$ cat src/rtl/circ_brev_agen_pkg.sv
package circ_brev_agen_pkg;

  // Modifier word field layout for the circular modes
  localparam int CIRC_LEN_W   = 17;
  localparam int CIRC_INC_LSB = 17;
  localparam int CIRC_INC_W   = 7;

  // Number of low address bits mirrored in bit-reversed mode
  localparam int BREV_W = 16;

  typedef enum logic [1:0] {
    MODE_CIRC_IMM = 2'd0,
    MODE_CIRC_REG = 2'd1,
    MODE_BREV     = 2'd2,
    MODE_BREV_ALT = 2'd3
  } agen_mode_e;

endpackage

$ cat src/rtl/agen_bit_reverse.sv
module agen_bit_reverse #(
  parameter int W = 16
) (
  input  logic [W-1:0] din,
  output logic [W-1:0] dout
);
  for (genvar i = 0; i < W; i++) begin : g_mirror
    assign dout[i] = din[W-1-i];
  end
endmodule

$ cat src/rtl/agen_circ_step.sv
module agen_circ_step #(
  parameter int ADDR_W = 32,
  parameter int LEN_W  = 17,
  parameter int STEP_W = 8
) (
  input  logic [ADDR_W-1:0]        base_ptr,
  input  logic [ADDR_W-1:0]        win_start,
  input  logic [LEN_W-1:0]         win_len,
  input  logic signed [STEP_W-1:0] step,
  output logic [ADDR_W-1:0]        next_ptr
);
  // Two guard bits: one for the carry above start+len, one for the sign
  localparam int EW = ADDR_W + 2;

  logic signed [EW-1:0] ptr_x;
  logic signed [EW-1:0] start_x;
  logic signed [EW-1:0] len_x;
  logic signed [EW-1:0] step_x;
  logic signed [EW-1:0] sum_x;
  logic signed [EW-1:0] limit_x;
  logic signed [EW-1:0] wrapped_x;

  assign ptr_x   = $signed({2'b00, base_ptr});
  assign start_x = $signed({2'b00, win_start});
  assign len_x   = $signed({{(EW-LEN_W){1'b0}}, win_len});
  assign step_x  = EW'(step);
  assign sum_x   = ptr_x + step_x;
  assign limit_x = start_x + len_x;

  always_comb begin
    wrapped_x = sum_x;
    if (win_len != '0) begin
      if (sum_x < start_x) begin
        wrapped_x = sum_x + len_x;
      end else if (sum_x >= limit_x) begin
        wrapped_x = sum_x - len_x;
      end
    end
  end

  assign next_ptr = wrapped_x[ADDR_W-1:0];
endmodule

$ cat src/rtl/circ_brev_agen.sv
module circ_brev_agen
  import circ_brev_agen_pkg::*;
#(
  parameter int ADDR_W = 32,
  parameter int IMM_W  = 8
) (
  input  logic              clk,
  input  logic              rst_n,
  input  logic              req_valid,
  input  logic [1:0]        req_mode,
  input  logic              req_size,
  input  logic [ADDR_W-1:0] ptr_in,
  input  logic [ADDR_W-1:0] modifier,
  input  logic [ADDR_W-1:0] circ_start,
  input  logic [IMM_W-1:0]  imm_step,
  output logic              rsp_valid,
  output logic [ADDR_W-1:0] rsp_addr,
  output logic [ADDR_W-1:0] rsp_ptr
);
  // Step wide enough for the immediate and for the doubled register field
  localparam int REG_STEP_W = CIRC_INC_W + 1;
  localparam int STEP_W     = (IMM_W > REG_STEP_W) ? IMM_W : REG_STEP_W;

  agen_mode_e mode;
  assign mode = agen_mode_e'(req_mode);

  // Circular operand extraction
  logic [CIRC_LEN_W-1:0]        circ_len;
  logic signed [CIRC_INC_W-1:0] reg_inc;
  logic signed [IMM_W-1:0]      imm_s;
  logic signed [STEP_W-1:0]     imm_ext;
  logic signed [STEP_W-1:0]     reg_ext;
  logic signed [STEP_W-1:0]     step_sel;
  logic [ADDR_W-1:0]            circ_next;

  assign circ_len = modifier[CIRC_LEN_W-1:0];
  assign reg_inc  = modifier[CIRC_INC_LSB +: CIRC_INC_W];
  assign imm_s    = imm_step;
  assign imm_ext  = STEP_W'(imm_s);
  assign reg_ext  = STEP_W'(reg_inc) <<< req_size;
  assign step_sel = (mode == MODE_CIRC_REG) ? reg_ext : imm_ext;

  agen_circ_step #(
    .ADDR_W (ADDR_W),
    .LEN_W  (CIRC_LEN_W),
    .STEP_W (STEP_W)
  ) u_circ_step (
    .base_ptr  (ptr_in),
    .win_start (circ_start),
    .win_len   (circ_len),
    .step      (step_sel),
    .next_ptr  (circ_next)
  );

  // Bit-reversed path
  logic [BREV_W-1:0] low_mirror;
  logic [ADDR_W-1:0] brev_addr;
  logic [ADDR_W-1:0] brev_next;

  agen_bit_reverse #(
    .W (BREV_W)
  ) u_bit_reverse (
    .din  (ptr_in[BREV_W-1:0]),
    .dout (low_mirror)
  );

  assign brev_addr = {ptr_in[ADDR_W-1:BREV_W], low_mirror};
  assign brev_next = ptr_in + modifier;

  // Next-state logic
  logic              valid_q, valid_d;
  logic [ADDR_W-1:0] addr_q, addr_d;
  logic [ADDR_W-1:0] ptr_q, ptr_d;

  always_comb begin
    valid_d = req_valid;
    addr_d  = addr_q;
    ptr_d   = ptr_q;
    if (req_valid) begin
      unique case (mode)
        MODE_CIRC_IMM, MODE_CIRC_REG: begin
          addr_d = ptr_in;
          ptr_d  = circ_next;
        end
        MODE_BREV, MODE_BREV_ALT: begin
          addr_d = brev_addr;
          ptr_d  = brev_next;
        end
        default: begin
          addr_d = addr_q;
          ptr_d  = ptr_q;
        end
      endcase
    end
  end

  // Registers
  always_ff @(posedge clk or negedge rst_n) begin
    if (!rst_n) begin
      valid_q <= 1'b0;
      addr_q  <= '0;
      ptr_q   <= '0;
    end else begin
      valid_q <= valid_d;
      if (req_valid) begin
        addr_q <= addr_d;
        ptr_q  <= ptr_d;
      end
    end
  end

  assign rsp_valid = valid_q;
  assign rsp_addr  = addr_q;
  assign rsp_ptr   = ptr_q;
endmodule

$ cat config.mk
export PLATFORM = sky130hd
export DESIGN_NAME = circ_brev_agen
export DESIGN_NICKNAME = d
export VERILOG_FILES = /design/src/rtl/circ_brev_agen_pkg.sv /design/src/rtl/agen_bit_reverse.sv /design/src/rtl/agen_circ_step.sv /design/src/rtl/circ_brev_agen.sv
export SDC_FILE = /design/constraint.sdc
export NUM_CORES = 1
export LEC_CHECK = 0
export BUFFER_PORTS_ARGS = -buffer_cell sky130_fd_sc_hd__buf_2
export CAP_MARGIN = 20
export CORE_UTILIZATION = 25
export DETAILED_ROUTE_END_ITERATION = 12
export SETUP_SLACK_MARGIN = 0.5
export SLEW_MARGIN = 20
export SYNTH_ARGS = -nofsm -noshare
export SYNTH_HDL_FRONTEND = slang
export SYNTH_HIERARCHICAL = 1
export SYNTH_SLANG_ARGS = --single-unit
export TNS_END_PERCENT = 50
$ cat constraint.sdc
create_clock -name clk -period 1.3 [get_ports clk]
set_clock_uncertainty 0.15 [all_clocks]
set_input_delay 0.39 -clock clk [delete_from_list [all_inputs] [get_ports clk]]
set_output_delay 0.39 -clock clk [all_outputs]
set_load 0.02 [all_outputs]
## Yosys cells after proc, flatten, opt, wreduce, memory -nomap -nowiden

Cells that the tools add are included.

- Register bits: 65
- Latch bits: 0
- RAM bits: 0
- Memory bits (read-only): 0
- Input port bits: 110
- Word-level logic and storage cells: 24
- Memories kept: 0

- Add/sub/neg operators: 5
- Multipliers: 0
- Divide/modulo/power cells: 0
- Order comparisons: 2
- Equality and inequality tests: 3
- Shifts and indexed selects: 1
- Multiplexer cells: 6
- Bitwise gates (word level): 0
- Reductions and logical operators: 4

Operators by type and width:

| kind | number |
|---|---|
| $pmux 32 s2 | 2 |
| $mux 32 | 3 |
| $add 33x8->34 | 1 |
| $ge 34x34->1 | 1 |
| $lt 34x33->1 | 1 |
| $add 32x17->33 | 1 |
| $add 32x18->32 | 1 |
| $add 32x32->32 | 1 |
| $sub 32x18->32 | 1 |
| $reduce_bool 17->1 | 1 |
| $mux 8 | 1 |
| $sshl 7x1->8 | 1 |
| $eq 2x2->1 const B | 2 |
| $reduce_or 2->1 | 2 |
| $eq 2x1->1 const B | 1 |
| $logic_not 2->1 | 1 |

## Logic depth before layout (Yosys ltp)

- Word-level depth: 8
- Gate-level depth with buffers: 32

## By module

The synthesis kept the hierarchy.

Modules (own cells, without submodules):

| module | times used | cells an instance | area each (um^2) |
|---|---|---|---|
| agen_circ_step | 1 | 1,004 | 6,979.2 |
| circ_brev_agen | 1 | 507 | 4,609.4 |
| agen_bit_reverse | 1 | 16 | 120.1 |

## Worst setup path before layout

No wires, ideal clock.

- Path type: input-to-reg
- Start point: input port req_mode[1]
- End point: register ptr_q[19] (netlist: rsp_ptr[19])
- Library setup time: 0.125 ns
- Arrival: 5.845 ns
- Required time: 1.025 ns
- Setup slack: -4.819 ns
- Cell stages on the path: 24
- Path buffers: 1
- Cell sequence: nand2b_1 > mux2_2 > ha_1 > buf_2 > a211oi_1 > o21ai_0 > nor3_1 > a31oi_1 > a31oi_1 > o221ai_1 > xor2_1 > ha_1 > a21o_1 > a21oi_1 > and3b_1 > o311ai_0 > o311ai_1 > a21boi_1 > nor2_1 > a32oi_1 > xor2_1 > nor2_1 > a21oi_1 > mux2_2

- Longest elaborated chain between the ends: 8
- Elaborated cells between the ends (all ways): 16
- Those cells by class: add/sub: 3; order compare: 2; eq/ne: 3; mux: 5; reduce/logical: 3

Ends and longest elaborated chain:

| element | RTL line | text |
|---|---|---|
| start: declaration | circ_brev_agen.sv:10 | `input logic [1:0] req_mode,` |
| $eq 2x1->1 * | circ_brev_agen.sv:41 | `assign step_sel = (mode == MODE_CIRC_REG) ? reg_ext : imm_ext;` |
| $mux 8 * | circ_brev_agen.sv:41 |  |
| via step_sel[7] | circ_brev_agen.sv:33 | `logic signed [STEP_W-1:0] step_sel;` |
| $add 33x8->34 * | agen_circ_step.sv:27 | `assign sum_x = ptr_x + step_x;` |
| $sub 32x18->32 / $ge 34x34->1 (equally long branches) | agen_circ_step.sv:36, agen_circ_step.sv:35 |  |
| $mux 32 | agen_circ_step.sv:35 | `end else if (sum_x >= limit_x) begin` |
| $mux 32 | agen_circ_step.sv:33 | `if (sum_x < start_x) begin` |
| $mux 32 * | agen_circ_step.sv:32 | `if (win_len != '0) begin` |
| via circ_next[19] | circ_brev_agen.sv:34 | `logic [ADDR_W-1:0] circ_next;` |
| $pmux 32 s2 * | circ_brev_agen.sv:80 | `unique case (mode)` |
| end signal: assignment | circ_brev_agen.sv:107 | `ptr_q <= ptr_d;` |
| end: declaration | circ_brev_agen.sv:73 | `logic [ADDR_W-1:0] ptr_q, ptr_d;` |

The timed path passes the listed nets; every way through them passes the cells marked *.
A chain may end at the register's enable or synchronous reset.

## Worst setup path after layout

- Start point: input port req_mode[1]
- End point: register ptr_q[4] (netlist: rsp_ptr[4])

- Longest elaborated chain between the ends: 8
- Elaborated cells between the ends (all ways): 16
- Those cells by class: add/sub: 3; order compare: 2; eq/ne: 3; mux: 5; reduce/logical: 3

Ends and longest elaborated chain:

| element | RTL line |
|---|---|
| $eq 2x1->1 * | circ_brev_agen.sv:41 |
| $mux 8 * | circ_brev_agen.sv:41 |
| via step_sel[7] | circ_brev_agen.sv:33 |
| $add 33x8->34 * | agen_circ_step.sv:27 |
| $ge 34x34->1 | agen_circ_step.sv:35 |
| $mux 32 | agen_circ_step.sv:35 |
| $mux 32 * | agen_circ_step.sv:33 |
| $mux 32 * | agen_circ_step.sv:32 |
| via circ_next[4] | circ_brev_agen.sv:34 |
| $pmux 32 s2 * | circ_brev_agen.sv:80 |

Marks and branches as above.

==> key figures <==
Routing
  • DRT iter0 DRCs: 993
  • Via count: 14550
  • Via density: 5.006
  • DRC errors left: 0
  • Average wire per standard cell: 18.39 um
  • Post-Route WL: 53440 um
  • Drt pass-1 iters: 6
  • Post-route ant nets: 0

Timing
  • Setup TNS: -146.94 ns
  • Crit share post-route: 4.407
  • Highest clock rate: 174.5 MHz
  • Hold Fails Final Rpt: 65
  • RSZ-0062 raised after global routing: yes
  • Min Tclk post-route: 5.729 ns
  • Relative slew slack: 0.5618
  • Final setup vio count: 97
  • Least-Margin Pin Slew: 0.6533 ns
  • Final Slew Violations: 0
  • Final WS setup: -4.429 ns
  • Hold WS: -0.2922 ns

GRT
  • Gr usage total: 0.2171
  • First-pass GRT wire length: 80010 um
  • GR Util met2: 0.3609
  • Grt peak-use layer: met2
  • Vias in the first global route: 14270
  • Routing usage on met3: 0.01614
  • Pin count of the biggest net entering global routing: 33
  • Grt ovf: 0
  • Met1 usage: 0.3029
  • Initial antenna violation count: 2

Yosys
  • Count leader, synth: ha_1
  • Post-synthesis net count: 1817
  • Ys flop type: dfrtp_1
  • Yosys top cell area share: 0.1870
  • EDFF count, synth: 0
  • Post-synthesis sequential area ratio: 0.1389
  • Unique cell type count in the Yosys netlist: 81
  • Ys Warns: 6
  • Avg Cell Area, Syn: 7.668 um2
  • Synthesized area: 0.01171 mm2
  • Synth area leader: ha_1
  • Post-synth ARST share: 1.000
  • Syn Inst Count: 1527
  • Flops & latches, synth: 65
  • Synth area leaders: ha_1, dfrtp_1, a21oi_1, xnor2_1, nor2_1
  • Most instantiated cells after synthesis: ha_1, a21oi_1, nor2_1

Floorplan
  • Initial core utilization: 0.2558
  • Die span in x: 218.4 um
  • Die area: 0.04771 mm2
  • Core Region: 0.04577 mm2
  • Rows: 78
  • Die height: 218.4 um
  • I/O pins: 175

Power and ir drop
  • Sw power: 9.800 mW
  • Clock Power Share: 0.126
  • Power Total: 22.45 mW
  • Int Pwr: 12.65 mW
  • Seq pwr share: 0.126
  • VDD IR max: 0.0006483 V
  • Switch share: 0.4364
  • Comb power frac: 0.748
  • Leak: 9.907 nW
  • PwrDens: 1123 mW/mm2

Critical path
  • Critical Path End Type: flip-flop
  • Worst Path Buf+Inv: 10
  • Crit path max-delay cell type: o31ai_1
  • Crit path max-delay family: compound AO/OA/AOI/OAI gates
  • Critical path data arrival time: 5.87 ns
  • Most used cell, CP: buf_4
  • Worst EP required: 1.44 ns
  • Critical path fanouts, max: 30
  • Crit path launch type: input port
  • CP max stage delay: 0.46 ns
  • WS Path Type: in2reg

Place
  • Post-DP Area: 0.01761 mm2
  • Post-DP HPWL: 42810 um
  • Worst slack, placed: -5.048 ns
  • Quantity of I/O buffers inserted on ports: 174
  • Placed cells: 2809
  • Routability cong.: 0.9624

Cells and area
  • Finished Layout Cells: 2906
  • Nets: 2591
  • Area growth from synthesis to layout: 70.72%
  • Layout cells sized above 1: 0.4425
  • Finished Cell Area: 0.01999 mm2

Clock network
  • H-tree levels: 3
  • Root buf cell: clkbuf_16
  • CTS buffer count: 9
  • Clk pin slew, worst setup/hold paths: 0.06 ns
  • Clock Tree Buf Depth: 2
  • CTS tree: yes
  • Sink Count: 65
  • Clock latency on the worst-skew pair: 0.36 ns

Run status
  • Failing checks: hold timing, setup timing
  • Outcome: finished, violations left

Job
  • MaxCap Viol Count: 0

Hold path
  • Hold WC Path Type: in2async
==> per-layer routing <==
layer | vias up | wire, um
met5 | - | 8
met3 | 44 | 2081
met1 | 6974 | 25870
met4 | 2 | 920
li1 | 7184 | -
met2 | 342 | 24560
==> flip-flops by register name, indices dropped and copies added (netlist names) <==
register	cells
rsp_addr	32
rsp_ptr	32
rsp_valid	1
==> per-stage QoR <==
step | utilization | hold WS (ns)
6_report | 0.4367 | -0.2922
3_5_place_dp | 0.3847 | 0.08569
5_1_grt | 0.4367 | -0.2971
2_1_floorplan | - | -0.05559
4_1_cts | 0.4219 | -0.3073
3_3_place_gp | 0.3847 | 0.08248
==> final cells by class <==
class / instances / area, um2
fillers: 4453 / 25780
multi-input cells: 1301 / 10390
repair buffers: 827 / 6525
flip-flops and latches: 65 / 1630
well taps: 600 / 750.7
inverters: 97 / 364.1
clock buffers: 13 / 270.3
clock inverters: 2 / 60.06
diodes: 1 / 2.502
==> final timing paths <==
kind | start | endpoint | slack (ns) | cells past startpoint
worst max-delay path | req_mode[1] | rsp_ptr[4] | -4.43 | 29
worst min-delay path | rst_n | rsp_addr[26] | -0.29 | 1
worst max register to register | rsp_ptr[19] | rsp_ptr[19] | 0.19 | 2
worst min register to register | rsp_addr[27] | rsp_addr[27] | 0.36 | 1
max in group asynchronous | rst_n | rsp_ptr[11] | 0.83 | 2
min in group clk | ptr_in[19] | rsp_addr[19] | 0.20 | 2
==> cell usage in the layout, fill, tap and decap left out, types with 50 or more instances in the layout <==
| cell type | n |
|---|---|
| dfrtp_1 | 62 |
| o21ai_0 | 56 |
| ha_1 | 168 |
| mux2i_1 | 50 |
| buf_6 | 51 |
| xnor2_1 | 63 |
| buf_4 | 614 |
| a21oi_1 | 150 |
| nand2_1 | 88 |
| inv_1 | 96 |
| buf_2 | 132 |
| nor2_1 | 134 |
==> cells by family after synthesis <==
family	synth area share
AO/OA/AOI/OAI	0.2668
AND/OR/NAND/NOR	0.2015
adder cells (fa/ha/maj)	0.1956
buffers and inverters	0.05920
XOR/XNOR	0.07480
multiplexers	0.06315
flip-flops	0.1389
==> power groups by stage <==
stage | sequential [mW] | clock (mW) | combinational, mW
CTS | 2.81 | 2.88 | 15.8
finish | 2.83 | 2.82 | 16.8
detailed placement | 2.80 | 0 | 14.2
floorplan | 3.18 | 0 | 7.05
global route | 2.85 | 2.94 | 18.1
global placement | 2.80 | 0 | 14.1
==> timing repair <==
item                                    4_1_cts  5_1_grt
pin swaps                                    81       55
cloned                                       10        0
resized for setup                           182       90
endpoints found under the hold margin        65       65
endpoints found under the setup margin      129      129
setup buffers                                39       32
No activity file was read; power rests on OpenSTA's default activity.
